[src/rtl/dchain_pkg.sv]
package dchain_pkg;
    typedef enum logic {
        ARB_IDLE = 1'b0,
        ARB_BUSY = 1'b1
    } arb_state_e;
endpackage

[src/rtl/dchain_cell.sv]
// One pass/take stage of the grant chain.
module dchain_cell (
    input  logic grant_in,
    input  logic req,
    output logic take,
    output logic grant_out
);
    always_comb begin
        take      = grant_in & req;
        grant_out = grant_in & ~req;
    end
endmodule

[src/rtl/dchain_ctrl.sv]
// Control logic: sees only the combined request and the release strobes.
module dchain_ctrl #(
    parameter int N_DEV = 4
) (
    input  logic             clk,
    input  logic             rst_n,
    input  logic             any_req,
    input  logic [N_DEV-1:0] take_vec,
    input  logic [N_DEV-1:0] rel,
    output logic             grant_issue,
    output logic [N_DEV-1:0] owner,
    output logic             busy
);
    import dchain_pkg::*;

    typedef struct packed {
        arb_state_e       st;
        logic [N_DEV-1:0] own;
    } ctrl_s;

    ctrl_s ctrl_d, ctrl_q;
    logic  rel_hit;

    always_comb begin
        ctrl_d      = ctrl_q;
        rel_hit     = |(rel & ctrl_q.own);
        grant_issue = (ctrl_q.st == ARB_IDLE) && any_req;
        case (ctrl_q.st)
            ARB_IDLE: begin
                if (grant_issue) begin
                    ctrl_d.st  = ARB_BUSY;
                    ctrl_d.own = take_vec;
                end
            end
            ARB_BUSY: begin
                if (rel_hit) begin
                    ctrl_d.st  = ARB_IDLE;
                    ctrl_d.own = '0;
                end
            end
            default: ctrl_d = '{st: ARB_IDLE, own: '0};
        endcase
    end

    always_ff @(posedge clk or negedge rst_n) begin
        if (!rst_n) ctrl_q <= '{st: ARB_IDLE, own: '0};
        else        ctrl_q <= ctrl_d;
    end

    assign owner = ctrl_q.own;
    assign busy  = (ctrl_q.st == ARB_BUSY);

    // owner's release frees the bus on the next edge
    p_release_idle_r6: assert property (@(posedge clk) disable iff (!rst_n)
        (busy && |(rel & owner)) |=> (!busy && owner == '0));

    // without an owner release, ownership holds
    p_hold_owner_r7: assert property (@(posedge clk) disable iff (!rst_n)
        (busy && !(|(rel & owner))) |=> (busy && $stable(owner)));
endmodule

[src/rtl/daisy_arbiter.sv]
module daisy_arbiter #(
    parameter int N_DEV = 4
) (
    input  logic             clk,
    input  logic             rst_n,
    input  logic [N_DEV-1:0] dev_req,
    input  logic [N_DEV-1:0] dev_rel,
    output logic [N_DEV-1:0] dev_own,
    output logic             bus_busy
);
    logic             any_req;
    logic             grant_issue;
    logic [N_DEV:0]   grant_chain;
    logic [N_DEV-1:0] take_vec;

    assign any_req        = |dev_req;
    assign grant_chain[0] = grant_issue;

    for (genvar k = 0; k < N_DEV; k++) begin : g_stage
        dchain_cell u_cell (
            .grant_in  (grant_chain[k]),
            .req       (dev_req[k]),
            .take      (take_vec[k]),
            .grant_out (grant_chain[k+1])
        );
    end

    dchain_ctrl #(.N_DEV(N_DEV)) u_ctrl (
        .clk         (clk),
        .rst_n       (rst_n),
        .any_req     (any_req),
        .take_vec    (take_vec),
        .rel         (dev_rel),
        .grant_issue (grant_issue),
        .owner       (dev_own),
        .busy        (bus_busy)
    );

    // one owner while busy, none while idle
    p_onehot_busy_r4: assert property (@(posedge clk) disable iff (!rst_n)
        bus_busy ? $onehot(dev_own) : (dev_own == '0));

    // an idle request is served on the next edge
    p_grant_next_r2: assert property (@(posedge clk) disable iff (!rst_n)
        (!bus_busy && any_req) |=> bus_busy);

    // device 0 wins whenever it asks while idle
    p_head_wins_r3: assert property (@(posedge clk) disable iff (!rst_n)
        (!bus_busy && dev_req[0]) |=> dev_own[0]);

    // the chain never yields more than one taker
    p_chain_single_r3: assert property (@(posedge clk) disable iff (!rst_n)
        $onehot0(take_vec));
endmodule

[config.mk]
export PLATFORM = sky130hd
export DESIGN_NAME = daisy_arbiter
export DESIGN_NICKNAME = d
export VERILOG_FILES = /design/src/rtl/dchain_pkg.sv /design/src/rtl/dchain_cell.sv /design/src/rtl/dchain_ctrl.sv /design/src/rtl/daisy_arbiter.sv
export SDC_FILE = /design/constraint.sdc
export NUM_CORES = 1
export LEC_CHECK = 0
export ABC_AREA = 1
export BUFFER_PORTS_ARGS = -buffer_cell sky130_fd_sc_hd__clkbuf_2
export CAP_MARGIN = 20
export CORE_AREA = 5 5 42 44
export CTS_CLUSTER_DIAMETER = 50
export DETAILED_ROUTE_END_ITERATION = 8
export DIE_AREA = 0 0 47 49
export GPL_TIMING_DRIVEN = 0
export HOLD_SLACK_MARGIN = 0.08
export PLACE_DENSITY_LB_ADDON = 0.3
export SLEW_MARGIN = 20
export SYNTH_ARGS = -nofsm -noshare
export SYNTH_HDL_FRONTEND = slang
export SYNTH_SLANG_ARGS = --single-unit
[constraint.sdc]
create_clock -name clk -period 1.2 [get_ports clk]
set_input_delay 0.12 -clock clk [delete_from_list [all_inputs] [get_ports clk]]
set_output_delay 0.12 -clock clk [all_outputs]
set_load 0.01 [all_outputs]
==> impl_results.md, run 1 <==
* Port buffer count at 14
* Final TNS setup at 0 ns
* Crit. End Element: output port
* Yosys warns at 0
* Routed len/inst at 8.49 um
* Antenna-violating nets left at 0
* Max_cap viols at 0
* Core area at 1400 sq um
* Vias in the first global route at 246
* Worst Max-Slew Pin Slew at 0.181 ns
* CTS tree: done
* CP max-delay cell: dfrtp_1
* Sink Count at 5
* Global-route wire length before repair at 1000 um
* Worst r2r src: u_ctrl.owner[0]
* CTS clock-pin slew for the worst setup and hold paths at 0.04 ns
* Post-CTS Setup Repair Bufs at 0
* CP max stage delay at 0.42 ns
* Clock Skews at 0.00282 ns
* Synth top area share at 46.1%
* Tcrit/Tclk final at 79.1%
* DP HPWL at 540 um
* Die Wd at 47 um
* Htree depth at 1
* Ys async rst share at 100%
* Lkg Pwr at 0.239 nW
* Final hold violations at 0
* CP bufs+invs at 1
* Share of cells above drive strength 1 at 38.9%
* RSZ-0062 raised after global routing: no
* Die height at 49 um
* Post-route minimum period at 0.949 ns
* Post-synthesis cell type with the largest combined area: dfrtp_1
* Critical Path End: bus_busy
* Vias at 282
* Most used DFF post-synth: dfrtp_1
* Commonest cells post-synth: 12 x nand2_1, 6 x inv_1, 6 x nand3_1
* WP data arrival at 0.83 ns
* Final wirelength at 594 um
* Reg-to-reg slack, setup at 0.26 ns
* Compound-Gate Fraction of Synth Area at 8.76%
* Place WS at 0.256 ns
* Post-synthesis mux area share at 0%
* WP data required at 1.08 ns
* CP delay by family, top: flip-flops
* Setup ws final at 0.251 ns
* Synth Area in Simple Gates at 36.9%
* Slew HR at 87.9%
* Syn nets at 45
* Stages on the worst setup path at 1
* GR Util All Layers at 6.57%
* ANT cells at 0
* Worst VDD drop at 0.623 mV
* Max Buffers Root-to-Sink at 2
* Status: complete, no violations
* Starting DRT DRC Count at 4
* Resized Gates After CTS at 0
* Fin nets at 65
* Mapped Cells at 35
* Post-route DRC at 0
* Initial antenna violation count at 0
* Worst r2r path cells at 5
* Cell Area, Synth at 272 sq um
* Most frequent cell after synthesis: nand2_1
* Gpl congestion at 0.649
* Vias per std cell at 4.03
* Skew-Pair Late Insertion Delay at 0.24 ns
* GRT overflow at 0
* R2r endpoint: u_ctrl.owner[3]
* Syn-to-layout area delta at 46.5%
* Sequential area share after synthesis at 46.1%
* Achievable Freq at 1050 MHz
* Final setup violation count at 0
* Rows at 14
* Largest family of logic cells by synthesized area: simple AND/OR/NAND/NOR gates
* Worst min path class: in2reg
* CP Max Fanout at 4
* Max-slew violations at 0
* Synth Area in XOR/XNOR at 0%
* Initial Util at 19.4%
* Number of synthesized flops with an enable pin at 0
* Adder-cell share of the synthesized area at 0%
* Pin count of the biggest net entering global routing at 6
* PwrDens at 1860 nW/um^2
* CTS Root Cell: clkbuf_4
* Num CTS Buffers at 3
* CTS Hold Buffers Added at 1
* DRT Pass-1 Iters at 2
* Netlist cell types at 9
* Worst-path cell chain: clkbuf_2
* Setup crit start: u_ctrl.busy
* Synth top area cells: dfrtp_1 46%, nand2_1 17%, nand3_1 11%, inv_1 8.3%, o21ai_4 6.0%
* Mean Syn Cell Area at 7.76 sq um
* IO Pins at 15
* Total Die Area at 2300 sq um
* Critical path type: reg2out
* Crit path launch type: flop
* Yosys reg bits at 5
## worst min path at each step
stage	startpoint	end	slack, ns	cells after the start
after global routing	dev_req[0]	u_ctrl.owner[0]	0.11	3
after CTS	dev_req[0]	u_ctrl.owner[0]	0.1	3
after global placement	rst_n	u_ctrl.owner[0]	-0.06	1
after detailed placement	rst_n	u_ctrl.owner[0]	-0.06	1
after floorplan	rst_n	u_ctrl.busy	-0.18	0
final	dev_req[0]	u_ctrl.owner[0]	0.10	3
## logic make-up (layout without fill, tap and decap cells)
logic type / Yosys count / count (layout)
buffers and inverters: 6 / 25
flip-flops: 5 / 5
AO/OA/AOI/OAI: 2 / 2
AND/OR/NAND/NOR: 22 / 22
## registers in the layout, indices dropped and copies added (netlist names)
name / cells
u_ctrl.busy: 1
u_ctrl.owner: 4
## where the power goes
group | leakage (nW) | switching (W) | internal (W) | total, W
sequential | 0.0638 | 0.0000464 | 0.000224 | 0.000270
combinational | 0.160 | 0.000156 | 0.000121 | 0.000277
clock | 0.0150 | 0.0000662 | 0.000126 | 0.000192
## area by class of cell
class                   instances  area (sq um)
multi-input cells              24           124
repair buffers                 15          80.1
fillers                       174          1000
inverters                       6          22.5
flip-flops and latches          5           125
well taps                      16          20.0
clock buffers                   4          26.3
## layer usage
layer / global-route usage [%] / share of wire, % / vias to the layer above
met5: 0 / 0 / -
met1: 6.43 / 33 / 124
met4: 6.91 / 1.0 / 0
met3: 3.69 / 7.7 / 2
li1: - / - / 150
met2: 8.82 / 58 / 6
## through the flow
| stage | power, W | hold slack (ns) | area [sq um] | instances | util (%) |
|---|---|---|---|---|---|
| after floorplan | 0.000449 | -0.176 | 272 | 35 | - |
| after global placement | 0.000552 | -0.0589 | 362 | 65 | 25.8 |
| after detailed placement | 0.000556 | -0.0577 | 362 | 65 | 25.8 |
| after CTS | 0.000759 | 0.0999 | 398 | 70 | 28.4 |
| after global routing | 0.000817 | 0.106 | 398 | 70 | 28.4 |
| final | 0.000739 | 0.103 | 398 | 70 | 28.4 |
## placed cells by master, fill, tap and decap left out, drive strengths merged
master	count
dfrtp	5
nand2	14
dlygate4sd3	1
nand3	6
nand4	1
o21ai	1
o21a	1
inv	6
clkbuf	18
nor2	1
No activity file was read; power rests on OpenSTA's default activity.
==> run 2, diff against run 1 <==
- ABC_AREA: 1 -> 0
- clock period: 1.2 -> 1 ns (I/O delays scaled with it)
==> impl_results.md, run 2 <==
* Final core utilization at 30.8% (+2.4 points)
* Commonest cells post-synth: 5 x dfrtp_1, 5 x nand2_1, 3 x a21oi_1
* Yosys warns at 0 (unchanged)
* Die Wd at 47 um (unchanged)
* Max-slew violations at 0 (unchanged)
* Vias per std cell at 4.54 (+13%)
* Worst min path class: in2reg
* Final Cell Area at 432 sq um (+8.5%)
* Share of cells above drive strength 1 at 57.4% (+19 points)
* Achievable Freq at 1040 MHz
* Fillers at 167 (-4.0%)
* Setup ws final at 0.0396 ns (-0.211 ns)
* Total Die Area at 2300 sq um (unchanged)
* Syn-to-layout area delta at 64.3%
* Gpl congestion at 0.791 (+22%)
* Post-CTS Setup Repair Bufs at 0 (unchanged)
* Global-route wire length before repair at 1300 um (+30%)
* Worst VDD drop at 0.859 mV (+38%)
* Synth top area share at 47.6% (+1.5 points)
* Post-route DRC at 0 (unchanged)
* WP data required at 1.12 ns (+0.04 ns)
* CTS clock-pin slew for the worst setup and hold paths at 0.05 ns (about the same)
* Netlist cell types at 15 (+6)
* Placed cell area at 353 sq um (-2.4%)
* Reg-to-reg slack, setup at 0.04 ns (-0.22 ns)
* Worst r2r path cells at 3 (-2)
* Critical path type: reg2reg
* Fin nets at 58 (-11%)
* Max_cap viols at 0 (unchanged)
* Design Power at 0.00101 W (+36%)
* Mean Syn Cell Area at 9.38 sq um (+21%)
* Synth top area cells: dfrtp_1 48%, nand2_1 7.1%, o32ai_2 6.2%, a21oi_1 5.7%, a22oi_1 5.7%
* CTS tree: done
* DP HPWL at 569 um (+5.4%)
* Ys async rst share at 100% (unchanged)
* Port buffer count at 14 (unchanged)
* Crit. End Element: flop
* Num CTS Buffers at 3 (unchanged)
* Place WS at -0.0251 ns (-0.281 ns)
* Commonest cells after routing, fill and taps aside: 14 x clkbuf_2, 5 x dfrtp_1, 4 x nand2_1
* Synth Area in Simple Gates at 15.7% (-21 points)
* Hold-critical path depth at 2 (-1)
* Largest register FFs at 4 (unchanged)
* Most used DFF post-synth: dfrtp_1
* Starting DRT DRC Count at 4 (unchanged)
* Crit path launch type: flop
* Final hold violations at 0 (unchanged)
* Final setup violation count at 0 (unchanged)
* CP bufs+invs at 1 (unchanged)
* Pin count of the biggest net entering global routing at 11 (+5)
* Syn nets at 38 (-16%)
* Cell Area, Synth at 263 sq um (-3.2%)
* Clock Skews at 0.00209 ns (-0.000733 ns)
* Hold Path Sink: u_ctrl.owner[1]
* Sink Count at 5 (unchanged)
* ANT cells at 0 (unchanged)
* Post-synthesis mux area share at 0% (unchanged)
* GR Util All Layers at 8.13% (+1.6 points)
* Post-synthesis cell type with the largest combined area: dfrtp_1
* Routed len/inst at 11.9 um (+40%)
* Max Buffers Root-to-Sink at 2 (unchanged)
* Htree depth at 1 (unchanged)
* Status: complete, no violations
* Core area at 1400 sq um (unchanged)
* Lkg Pwr at 0.195 nW (-18%)
* RSZ-0062 raised after global routing: yes
* Yosys reg bits at 5 (unchanged)
* Mapped Cells at 28 (-20%)
* Initial antenna violation count at 0 (unchanged)
* Initial Util at 18.8% (-0.62 points)
* WP data arrival at 1.08 ns (+0.25 ns)
* Sequential area share after synthesis at 47.6% (+1.5 points)
* CTS Root Cell: clkbuf_4
* Synth Area in XOR/XNOR at 0% (unchanged)
* Most common cell after layout, fill and taps aside: clkbuf_2
* CP max stage delay at 0.38 ns (-0.04 ns)
* Hold wc startpoint: dev_req[0]
* Tcrit/Tclk final at 96.0%
* Rows at 14 (unchanged)
* CP delay by family, top: flip-flops
* Post-route minimum period at 0.960 ns
* Skew-Pair Late Insertion Delay at 0.24 ns (about the same)
* IO Pins at 15 (unchanged)
* Die height at 49 um (unchanged)
* Final wirelength at 751 um (+26%)
* CP max-delay cell: dfrtp_1
* Antenna-violating nets left at 0 (unchanged)
* Largest family of logic cells by synthesized area: compound AO/OA/AOI/OAI gates
* GRT overflow at 0 (unchanged)
* R2r endpoint: u_ctrl.busy
* Vias in the first global route at 309 (+26%)
* Worst-path cell chain: buf_6 > nor4_2 > a21oi_2
* DRT Pass-1 Iters at 4 (+2)
* PwrDens at 2340 nW/um^2 (+26%)
* Compound-Gate Fraction of Synth Area at 29.5% (+21 points)
* Worst Max-Slew Pin Slew at 0.233 ns (+0.0516 ns)
* CP Max Fanout at 10 (+6)
* Worst r2r src: u_ctrl.busy
* Number of synthesized flops with an enable pin at 0 (unchanged)
* Adder-cell share of the synthesized area at 0% (unchanged)
* Slew HR at 84.4% (-3.6 points)
* Vias at 286 (+1.4%)
## run 2: what timing repair did
item / CTS / global route
pin swaps: 0 / 1
endpoints found under the hold margin: 5 / 0
endpoints found under the setup margin: 5 / 4
hold buffers: 1 / 0
gates resized for setup: 3 / 6
## run 2: cells by family (layout without fill, tap and decap cells)
logic type	count (synthesis)	in the layout
flip-flops	5	5
AO/OA/AOI/OAI	11	11
AND/OR/NAND/NOR	9	9
buffers and inverters	3	22
## run 2: layout make-up
type / instances / area, sq um / share of cell area (%)
inverters: 2 / 7.51 / 1.74
plain buffers: 1 / 11.3 / 2.61
flip-flops and latches: 5 / 125 / 29.0
clock buffers: 4 / 26.3 / 6.09
multi-input cells: 20 / 161 / 37.4
well taps: 16 / 20.0 / 4.64
repair buffers: 15 / 80.1 / 18.6
## run 2: worst reg2reg max path: cells and delay by family (launching register included)
family / cells / cell delay [ns]
AOI/OAI and AO/OA: 1 / 0.04
buffers and inverters: 1 / 0.15
DFF: 1 / 0.38
and+or+nand+nor: 1 / 0.27
## run 2: report_power, final
part | internal, W | switching, W
Sequential | 0.000270 | 0.0000691
Clock | 0.000151 | 0.0000901
Combinational | 0.000201 | 0.000227
Total | 0.000622 | 0.000386
## run 2: metrics by stage
stage | hold slack, ns | instances | setup TNS, ns
global placement | -0.0689 | 58 | -0.118
detailed placement | -0.0675 | 58 | -0.0643
floorplan | -0.196 | 28 | 0
global route | 0.144 | 63 | -0.0192
CTS | 0.103 | 63 | 0
finish | 0.130 | 63 | 0
## run 2: routing by layer
metal,wire [um],track usage (%),vias up
li1,-,-,143
met1,376,11.6,131
met2,294,9.28,12
met3,81,4.80,0
met4,0,4.15,0
met5,0,0,-
## run 2: worst max path at each step
stage / slack (ns) / depth (start not counted) / to / start
2_1_floorplan: 0.02 / 4 / u_ctrl.owner[3] / u_ctrl.busy
3_3_place_gp: -0.04 / 3 / u_ctrl.owner[1] / u_ctrl.owner[0]
3_5_place_dp: -0.03 / 3 / u_ctrl.busy / u_ctrl.owner[2]
4_1_cts: 0.01 / 4 / u_ctrl.owner[3] / u_ctrl.busy
5_1_grt: -0.01 / 3 / u_ctrl.owner[2] / u_ctrl.owner[2]
6_report: 0.04 / 3 / u_ctrl.busy / u_ctrl.busy
